**config.mk**
```make
export PLATFORM = sky130hd
export DESIGN_NAME = tagged_flag_adder
export DESIGN_NICKNAME = d
export VERILOG_FILES = /design/src/rtl/tagged_flag_adder.sv
export SDC_FILE = /design/constraint.sdc
export NUM_CORES = 1
export LEC_CHECK = 0
export BUFFER_PORTS_ARGS = -buffer_cell sky130_fd_sc_hd__buf_2
export CAP_MARGIN = 5
export CORE_MARGIN = 2
export CORE_UTILIZATION = 47
export CTS_CLUSTER_SIZE = 16
export DETAILED_ROUTE_END_ITERATION = 16
export PLACE_DENSITY_LB_ADDON = 0.1
export SKIP_CTS_REPAIR_TIMING = 1
export SLEW_MARGIN = 20
export SYNTH_ARGS = -nofsm -noshare
export SYNTH_HDL_FRONTEND = slang
export SYNTH_SLANG_ARGS = --single-unit
```
**constraint.sdc**
```tcl
create_clock -name clk -period 3.6 [get_ports clk]
set_input_delay 0.18 -clock clk [delete_from_list [all_inputs] [get_ports clk]]
set_output_delay 0.18 -clock clk [all_outputs]
set_load 0.02 [all_outputs]
```
**src/rtl/tagged_flag_adder.sv**
```systemverilog
module tagged_flag_adder #(
  parameter int W    = 64,
  parameter int TAGW = 2
) (
  input  logic         clk,
  input  logic         rst,
  input  logic [1:0]   op,
  input  logic         upd_en,
  input  logic [W-1:0] a,
  input  logic [W-1:0] b,
  output logic [W-1:0] sum,
  output logic [3:0]   flg_lo,
  output logic [3:0]   flg_hi,
  output logic [3:0]   flg_lo_q,
  output logic [3:0]   flg_hi_q
);
  localparam int H = W / 2;

  logic         cin;
  logic [W:0]   wide;
  logic         tag_bad;
  logic         c_mid;
  logic         v_lo;
  logic         v_hi;

  assign cin  = (op == 2'b10) & flg_lo_q[0];
  assign wide = {1'b0, a} + {1'b0, b} + {{W{1'b0}}, cin};
  assign sum  = wide[W-1:0];

  assign c_mid   = sum[H] ^ a[H] ^ b[H];
  assign v_lo    = (sum[H-1] ^ b[H-1]) & ~(a[H-1] ^ b[H-1]);
  assign v_hi    = (sum[W-1] ^ b[W-1]) & ~(a[W-1] ^ b[W-1]);
  assign tag_bad = (op == 2'b11) & (|(a[TAGW-1:0] | b[TAGW-1:0]));

  assign flg_lo = {sum[H-1], ~|sum[H-1:0], v_lo | tag_bad, c_mid};
  assign flg_hi = {sum[W-1], ~|sum, v_hi, wide[W]};

  always_ff @(posedge clk) begin
    if (rst) begin
      flg_lo_q <= 4'h0;
      flg_hi_q <= 4'h0;
    end else if (upd_en && op != 2'b00) begin
      flg_lo_q <= flg_lo;
      flg_hi_q <= flg_hi;
    end
  end
endmodule

```
==> results.json, run 1 <==
{
  "status": "finished with violations",
  "violations": "setup timing",
  "routedWlPerCell_um": 18.2,
  "grt.overflow.total": 0,
  "slew_headroom_pct": 39.1,
  "start_kind": "flip-flop",
  "cts_tree": "yes",
  "end_kind": "output pin",
  "max_freq_mhz": 215,
  "skew_ns": 0.00111,
  "routed_wl_mm": 27.3,
  "async_reset_ff_share_pct": 0,
  "grt_pass1_wl_mm": 39.3,
  "vias": 9161,
  "min-delay-start": "rst",
  "cp.arrival_ns": 4.46,
  "drtIter0Drc": 1025,
  "r2r_slack_ns": -0.75,
  "antenna_found_initial": 0,
  "rsz0062_at_grt": "yes",
  "hold_viol": 0,
  "period_minus_slack_ns": 4.64,
  "p_leak_uw": 0.00465,
  "worst_pin_slew_ns": 0.913,
  "cts_sinks": 8,
  "ys_seq_area_share_pct": 2.84,
  "worstPathMaxFanout": 5,
  "route.detailed.drc": 0,
  "cts_buffer_depth": 2,
  "antennaDiodeCount": 0,
  "power.density_mw_per_mm2": 268,
  "synth_top_cell_by_area": "ha_1",
  "initial_utilization_pct": 47.6,
  "power_uw": 2560,
  "insertion_delay_ns": 0.24,
  "drv_cap": 0,
  "syn_area_mm2": 0.00565,
  "vias_per_cell": 6.12,
  "die_area_mm2": 0.0129,
  "first_pass_iters": 6,
  "syn-num-nets": 1065,
  "reg2reg_from": "flg_lo_q[0]",
  "synth_cell_type_count": 86,
  "die_y_um": 114,
  "ant_nets": 0,
  "r2r_cells": 17,
  "synth_common_cells": "nand2_1, nor2_1, a21oi_1",
  "fin_crit_sh_pct": 129,
  "cts_buffers": 3,
  "synth-seq-cells": 8,
  "grt_max_degree": 13,
  "avgSynthCellArea_um2": 6.53,
  "pin_count": 213,
  "slew_violations": 0,
  "max_stage_delay_ns": 0.51,
  "r2r-end": "flg_hi_q[2]",
  "dominantRegCellSynth": "dfxtp_1",
  "cts_root_buf": "clkbuf_16",
  "rows": 40,
  "core_mm2": 0.0119,
  "dpl.hpwl_mm": 22.2,
  "syn_to_final_growth_pct": 69.5,
  "min_path_cells": 2,
  "yosysMostFrequentCell": "nand2_1",
  "final_util_pct": 80.7,
  "ys.warnings.count": 0,
  "nNetsFinal": 1550,
  "grt_pass1_vias": 8008,
  "ir_drop_uv": 178,
  "portBuffers": 212,
  "setup.worst_path.class": "flip-flop to output pin",
  "drive_gt1_share_pct": 45.8,
  "final-setup-viol-count": 12,
  "synth_top_area_share_pct": 14.4,
  "htree_levels": 1,
  "grtUsageTotal_pct": 37.4,
  "synth_area_leaders": "ha_1, a21oi_1, nand2_1",
  "hold_end": "flg_lo_q[0]",
  "place.gp.congestion": 1.02,
  "synth_edf_count": 0,
  "fin_ws_ns": -1.04,
  "synthCells": 865,
  "dieWidth_um": 114,
  "clk_pin_slew_ns": 0.04,
  "hp-class": "input pin to flip-flop",
  "required_ns": 3.42,
  "path_cells": "and3b_1 -> fa_2 -> fa_2 -> a211oi_4 -> nor4_2 -> a211oi_2 -> buf_4 -> nor2_2 -> nor4_2 -> nor3_2 -> or4_1 -> or4_4 -> nor4_4 -> nand2_2 -> nor3_4 -> buf_6",
  "crit_slowest_cell": "or4_1"
}
## critical path: cells and delay by family, from the launching register on
kind | cells | cell delay, ns
simple gates | 10 | 2.03
fa+ha+maj | 2 | 0.76
compound gates | 2 | 0.76
flops | 1 | 0.33
buf+inv | 2 | 0.33
## power breakdown
| part | switching (uW) | internal (uW) |
|---|---|---|
| logic | 1250 | 1020 |
| registers | 3.36 | 95.2 |
| clock network | 55.8 | 149 |
## layer usage
| layer | vias to the layer above | wire (um) | share of wire (%) | GRT usage [%] |
|---|---|---|---|---|
| li1 | 4291 | - | - | - |
| met1 | 4185 | 11100 | 41 | 50.2 |
| met2 | 570 | 12400 | 46 | 63.2 |
| met3 | 115 | 2460 | 9.0 | 3.29 |
| met4 | 0 | 1230 | 4.5 | 12.3 |
| met5 | - | 0 | 0 | 0 |
## sequential cells by signal (all words and copies together), names as in the netlist
signal,count
flg_lo_q,4
flg_hi_q,4
## through the flow
step | setup WS (ns) | cells | setup TNS (ns) | hold WS, ns | cell area (um^2)
floorplan | -0.422 | 865 | -0.584 | 0.470 | 5710
global placement | -0.684 | 1486 | -1.91 | 0.439 | 9010
detailed placement | -0.743 | 1486 | -2.57 | 0.454 | 9010
CTS | -1.01 | 1490 | -4.68 | 0.238 | 9090
global route | -1.14 | 1496 | -6.24 | 0.269 | 9570
finish | -1.04 | 1496 | -4.51 | 0.266 | 9570
## worst max-delay path by stage
stage	from	end	cells after the start
floorplan	flg_lo_q[0]	flg_hi[2]	14
global placement	flg_lo_q[0]	flg_hi[2]	15
detailed placement	flg_lo_q[0]	flg_hi[2]	15
CTS	flg_lo_q[0]	flg_hi[2]	15
global route	flg_lo_q[0]	flg_hi[2]	16
finish	flg_lo_q[0]	flg_hi[2]	16
## placed cells by master, fill, tap and decap left out, types with 12 or more instances in the layout
cell,instances
buf_6,16
o21a_1,21
xnor2_1,15
nand4_1,35
nand2_1,94
buf_4,309
o211ai_1,13
a21oi_1,80
or3_1,12
ha_1,65
inv_1,22
buf_2,196
and2_1,16
a21o_1,23
o21ai_0,56
nor2_1,83
nand3_1,25
nor3_1,21
## cell families after synthesis
group / Yosys count / synth area share [%]
and+or+nand+nor: 374 / 33.4
AOI/OAI and AO/OA: 317 / 37.6
DFF: 8 / 2.84
adders and majority gates: 67 / 15.1
muxes: 6 / 1.13
buffers and inverters: 64 / 5.43
xor gates and xnor gates: 29 / 4.50
## cell type report
| type | count | area, um^2 |
|---|---|---|
| inverters | 23 | 88.8 |
| multi-input cells | 793 | 5570 |
| fillers | 894 | 2290 |
| clock buffers | 4 | 78.8 |
| flip-flops and latches | 8 | 164 |
| repair buffers | 521 | 3480 |
| well taps | 147 | 184 |
(Power assumes the default switching activity.)
==> run 2, diff against run 1 <==
- RECOVER_POWER: not set -> 25
==> results.json, run 2 (synthesis gave the netlist of run 1 again) <==
{
  "status": "finished with violations",
  "violations": "setup timing",
  "fin_crit_sh_pct": 129,
  "antenna_found_initial": 0,
  "grt_max_degree": 13,
  "grtUsageTotal_pct": 37.4,
  "rsz0062_at_grt": "yes",
  "crit_slowest_cell": "or4_1",
  "sw_frac_of_total_pct": 50.9,
  "hold_viol": 0,
  "min_path_cells": 2,
  "pwr-share-comb_pct": 88.2,
  "cts_root_buf": "clkbuf_16",
  "portBuffers": 212,
  "first_pass_iters": 6,
  "dp.cells": 1486,
  "vias": 9179,
  "grt.overflow.total": 0,
  "htree_levels": 1,
  "final_common_cell": "buf_4",
  "ant_nets": 0,
  "initial_utilization_pct": 47.6,
  "slew_violations": 0,
  "sequentialPowerShare_pct": 3.8,
  "drive_gt1_share_pct": 44.8,
  "core_mm2": 0.0119,
  "r2r_cells": 17,
  "grt_pass1_wl_mm": 39.3,
  "skew_ns": 0.00140,
  "hp-class": "input pin to flip-flop",
  "final-setup-viol-count": 15,
  "final_util_pct": 80.5,
  "dpl.hpwl_mm": 22.2,
  "place_area_mm2": 0.00901,
  "cts_tree": "yes",
  "worst_pin_slew_ns": 0.905,
  "top_regs": "flg_hi_q: 4 flops, flg_lo_q: 4 flops",
  "max_stage_delay_ns": 0.51,
  "cts_buffers": 3,
  "ir_drop_uv": 176,
  "power_uw": 2560,
  "hold_end": "flg_lo_q[0]",
  "routedWlPerCell_um": 18.2,
  "switching_power_uw": 1300,
  "final_cells": 1496,
  "cts_buffer_depth": 2,
  "path_cells": "and3b_1 -> fa_2 -> fa_2 -> a211oi_4 -> nor4_2 -> a211oi_2 -> buf_4 -> nor2_2 -> nor4_2 -> nor3_2 -> or4_1 -> or4_4 -> nor4_4 -> nand2_2 -> nor3_4 -> buf_6",
  "power.density_mw_per_mm2": 268,
  "start_kind": "flip-flop",
  "layout_common_cells": "buf_4, buf_2, nand2_1, nor2_1, a21oi_1",
  "syn_to_final_growth_pct": 69.1,
  "route.detailed.drc": 0,
  "fin_ws_ns": -1.03,
  "insertion_delay_ns": 0.24,
  "drv_cap": 0,
  "grt_pass1_vias": 8008,
  "max_freq_mhz": 216,
  "dieWidth_um": 114,
  "intPower_uw": 1260,
  "cts_sinks": 8,
  "vias_per_cell": 6.14,
  "antennaDiodeCount": 0,
  "drtIter0Drc": 1165,
  "routed_wl_mm": 27.2,
  "pwr-share-clk_pct": 7.9,
  "setup_tns_ns": -4.52,
  "die_area_mm2": 0.0129,
  "rows": 40,
  "end_kind": "output pin",
  "required_ns": 3.42,
  "final_area_mm2": 0.00955,
  "slew_headroom_pct": 39.7,
  "pin_count": 213,
  "worstPathMaxFanout": 5,
  "r2r-end": "flg_hi_q[2]",
  "nNetsFinal": 1550,
  "p_leak_uw": 0.00460,
  "die_y_um": 114,
  "r2r_slack_ns": -0.73,
  "place.gp.congestion": 1.02,
  "reg2reg_from": "flg_lo_q[0]",
  "cp.arrival_ns": 4.45,
  "setup.worst_path.class": "flip-flop to output pin",
  "period_minus_slack_ns": 4.63,
  "min-delay-start": "rst",
  "clk_pin_slew_ns": 0.04
}
==> run 2: cell type report <==
| type | count | area (um^2) |
|---|---|---|
| Sequential cell | 8 | 164 |
| Clock buffer | 4 | 78.8 |
| Tap cell | 147 | 184 |
| Fill cell | 906 | 2310 |
| Multi-Input combinational cell | 793 | 5570 |
| Timing Repair Buffer | 521 | 3470 |
| Inverter | 23 | 88.8 |
==> run 2: per-layer routing <==
metal  vias to the layer above  global-route usage (%)  wire (um)
met5                         -                       0          0
met4                         0                    12.3       1150
met3                       101                    3.29       2500
met2                       579                    63.2      12500
met1                      4200                    50.2      11100
li1                       4299                       -          -
==> run 2: metrics by stage <==
| stage | setup WS, ns | hold slack, ns |
|---|---|---|
| floorplan | -0.422 | 0.470 |
| global placement | -0.684 | 0.439 |
| detailed placement | -0.743 | 0.454 |
| CTS | -1.01 | 0.238 |
| global route | -1.14 | 0.269 |
| finish | -1.03 | 0.267 |
==> run 2: worst max-delay path by stage <==
stage | slack [ns] | to | cells after the start | from
finish | -1.03 | flg_hi[2] | 16 | flg_lo_q[0]
global route | -1.14 | flg_hi[2] | 16 | flg_lo_q[0]
CTS | -1.01 | flg_hi[2] | 15 | flg_lo_q[0]
detailed placement | -0.74 | flg_hi[2] | 15 | flg_lo_q[0]
global placement | -0.68 | flg_hi[2] | 15 | flg_lo_q[0]
floorplan | -0.42 | flg_hi[2] | 14 | flg_lo_q[0]
==> run 2: critical path: cells and delay by family, from the launching register on <==
family          cells  cell delay [ns]
compound gates      2             0.77
fa+ha+maj           2             0.76
buf+inv             2             0.33
flops               1             0.33
simple gates       10             2.00
==> run 2: power by group through the flow <==
stage | Combinational, uW | Sequential (uW) | Clock [uW]
final | 2260 | 98.5 | 203
after global routing | 2390 | 99.0 | 203
after floorplan | 1070 | 107 | 0
after detailed placement | 2050 | 99.5 | 0
after global placement | 2040 | 99.0 | 0
after CTS | 2070 | 98.1 | 197
==> run 3, diff against run 2 <==
- ABC_AREA: not set -> 1
- CORE_UTILIZATION: 47 -> 49
- HOLD_SLACK_MARGIN: not set -> 0.15
==> results.json, run 3 <==
{
  "status": "finished, final reports clean",
  "synth-seq-cells": 8,
  "cts_root_buf": "clkbuf_16",
  "hold_viol": 0,
  "rows": 43,
  "first_pass_iters": 5,
  "routedWlPerCell_um": 14.1,
  "cp.arrival_ns": 3.15,
  "grt.overflow.total": 0,
  "r2r_slack_ns": 0.71,
  "synthCells": 1491,
  "route.detailed.drc": 0,
  "initial_utilization_pct": 50.3,
  "power.density_mw_per_mm2": 230,
  "setup_tns_ns": 0,
  "top_regs": "flg_hi_q: 4 flops, flg_lo_q: 4 flops",
  "slew_headroom_pct": 60.0,
  "period_minus_slack_ns": 3.33,
  "cts_buffer_depth": 2,
  "final-setup-viol-count": 0,
  "power_uw": 1920,
  "crit_slowest_cell": "o21ai_0",
  "switching_power_uw": 1160,
  "max_stage_delay_ns": 0.39,
  "setup.worst_path.class": "flip-flop to output pin",
  "synth_area_leaders": "nand2_1, inv_1, ha_1",
  "syn_area_mm2": 0.00699,
  "ys.warnings.count": 0,
  "vias": 9176,
  "core_mm2": 0.0139,
  "sw_frac_of_total_pct": 60.4,
  "start_kind": "flip-flop",
  "die_y_um": 123,
  "intPower_uw": 758,
  "syn_to_final_growth_pct": 19.1,
  "fin_crit_sh_pct": 92.4,
  "synth_top_area_share_pct": 35.3,
  "htree_levels": 1,
  "required_ns": 3.42,
  "cts_buffers": 3,
  "ir_drop_uv": 108,
  "nNetsFinal": 1905,
  "slew_violations": 0,
  "antennaDiodeCount": 0,
  "layout_common_cells": "nand2_1, inv_1, buf_2, nor2_1, ha_1",
  "insertion_delay_ns": 0.23,
  "dpl_worst_slack_ns": 0.383,
  "dpl.hpwl_mm": 24.2,
  "routed_wl_mm": 26.5,
  "drive_gt1_share_pct": 15.1,
  "grt_max_degree": 11,
  "cts_sinks": 8,
  "pwr-share-comb_pct": 85.2,
  "max_freq_mhz": 300,
  "synth_cell_type_count": 34,
  "rsz0062_at_grt": "no",
  "synth_edf_count": 0,
  "cts_tree": "yes",
  "clk_pin_slew_ns": 0.04,
  "skew_ns": 0.000270,
  "grt_pass1_vias": 7957,
  "ys_seq_area_share_pct": 2.29,
  "drv_cap": 0,
  "portBuffers": 212,
  "pwr-share-clk_pct": 9.5,
  "async_reset_ff_share_pct": 0,
  "die_area_mm2": 0.0152,
  "avgSynthCellArea_um2": 4.69,
  "drtIter0Drc": 738,
  "dominantRegCellSynth": "dfxtp_1",
  "antenna_found_initial": 0,
  "final_common_cell": "nand2_1",
  "sequentialPowerShare_pct": 5.2,
  "cpMostUsedCell": "nor2_1",
  "vias_per_cell": 4.87,
  "p_leak_uw": 0.00575,
  "worst_pin_slew_ns": 0.595,
  "path_cells": "nand2_1 -> nor2_1 -> fa_2 -> nand3_1 -> nor2_1 -> o21ai_0 -> nand3b_1 -> xnor2_1 -> nand2_1 -> nor2_1 -> nand3_1 -> nor2_4 -> nand3_2 -> inv_1 -> buf_2",
  "synth_common_cells": "nand2_1, inv_1, nor2_1",
  "fin_ws_ns": 0.272,
  "synth_top_cell_by_area": "nand2_1",
  "dieWidth_um": 123,
  "hp-class": "input pin to flip-flop",
  "pin_count": 213,
  "ant_nets": 0,
  "worstPathMaxFanout": 3,
  "place.gp.congestion": 1.04,
  "grt_pass1_wl_mm": 39.4,
  "end_kind": "output pin",
  "yosysMostFrequentCell": "nand2_1",
  "grtUsageTotal_pct": 33.9,
  "syn-num-nets": 1691
}
-- run 3: cell count changes after synthesis, moves of 22 or more --
cell | before | now
a21oi_1 | 88 | 45
o21ai_0 | 64 | 11
nor3_1 | 28 | 5
a21o_1 | 23 | 1
nand4_1 | 35 | 12
nand2_1 | 96 | 657
inv_1 | 23 | 400
nor2_1 | 90 | 115
nor2_2 | 0 | 22
nand3_1 | 25 | 48
-- run 3: stage by stage --
| step | instance area [um^2] | utilization (%) | hold slack [ns] | std cells |
|---|---|---|---|---|
| after floorplan | 6990 | - | 0.249 | 1491 |
| after global placement | 8250 | 59.4 | 0.427 | 1880 |
| after detailed placement | 8250 | 59.4 | 0.432 | 1880 |
| after CTS | 8320 | 60.0 | 0.201 | 1883 |
| after global routing | 8320 | 59.9 | 0.212 | 1883 |
| final | 8320 | 59.9 | 0.203 | 1883 |
-- run 3: final cells by class --
type,instances,area [um^2]
Timing Repair Buffer,213,1050
Inverter,402,1510
Fill cell,1574,5560
Sequential cell,8,160
Multi-Input combinational cell,1077,5300
Clock buffer,3,75.1
Tap cell,180,225
-- run 3: critical path, delay by kind of cell, from the launching register on --
kind	cells	cell delay [ns]
and+or+nand+nor	10	1.36
AOI/OAI and AO/OA	1	0.39
adders and majority gates	1	0.37
DFF	1	0.32
xor gates and xnor gates	1	0.28
buffers and inverters	2	0.21
-- run 3: final timing paths --
kind | start | endpoint | cells past startpoint
max | flg_lo_q[0] | flg_hi[2] | 15
min | rst | flg_hi_q[1] | 2
max reg2reg | flg_lo_q[0] | flg_hi_q[2] | 14
min reg2reg | flg_hi_q[1] | flg_hi_q[1] | 2
-- run 3: cell families after synthesis --
family	share of synthesized area, %
buffers and inverters	22.0
adders and majority gates	12.2
AOI/OAI and AO/OA	4.93
DFF	2.29
xor gates and xnor gates	3.76
and+or+nand+nor	54.8
-- run 3: power by group through the flow --
stage	sequential (uW)	combinational, uW	clock, uW
floorplan	110	1080	0
finish	100	1630	183
global placement	101	1600	0
global route	101	1800	192
detailed placement	101	1610	0
CTS	100	1620	186
-- run 3: metal layers --
metal | routed length, um | track usage [%] | up-vias
met5 | 0 | 0 | -
met4 | 1150 | 13.2 | 0
met3 | 2730 | 6.41 | 67
met2 | 11500 | 55.4 | 390
met1 | 11100 | 43.9 | 3938
li1 | - | - | 4781
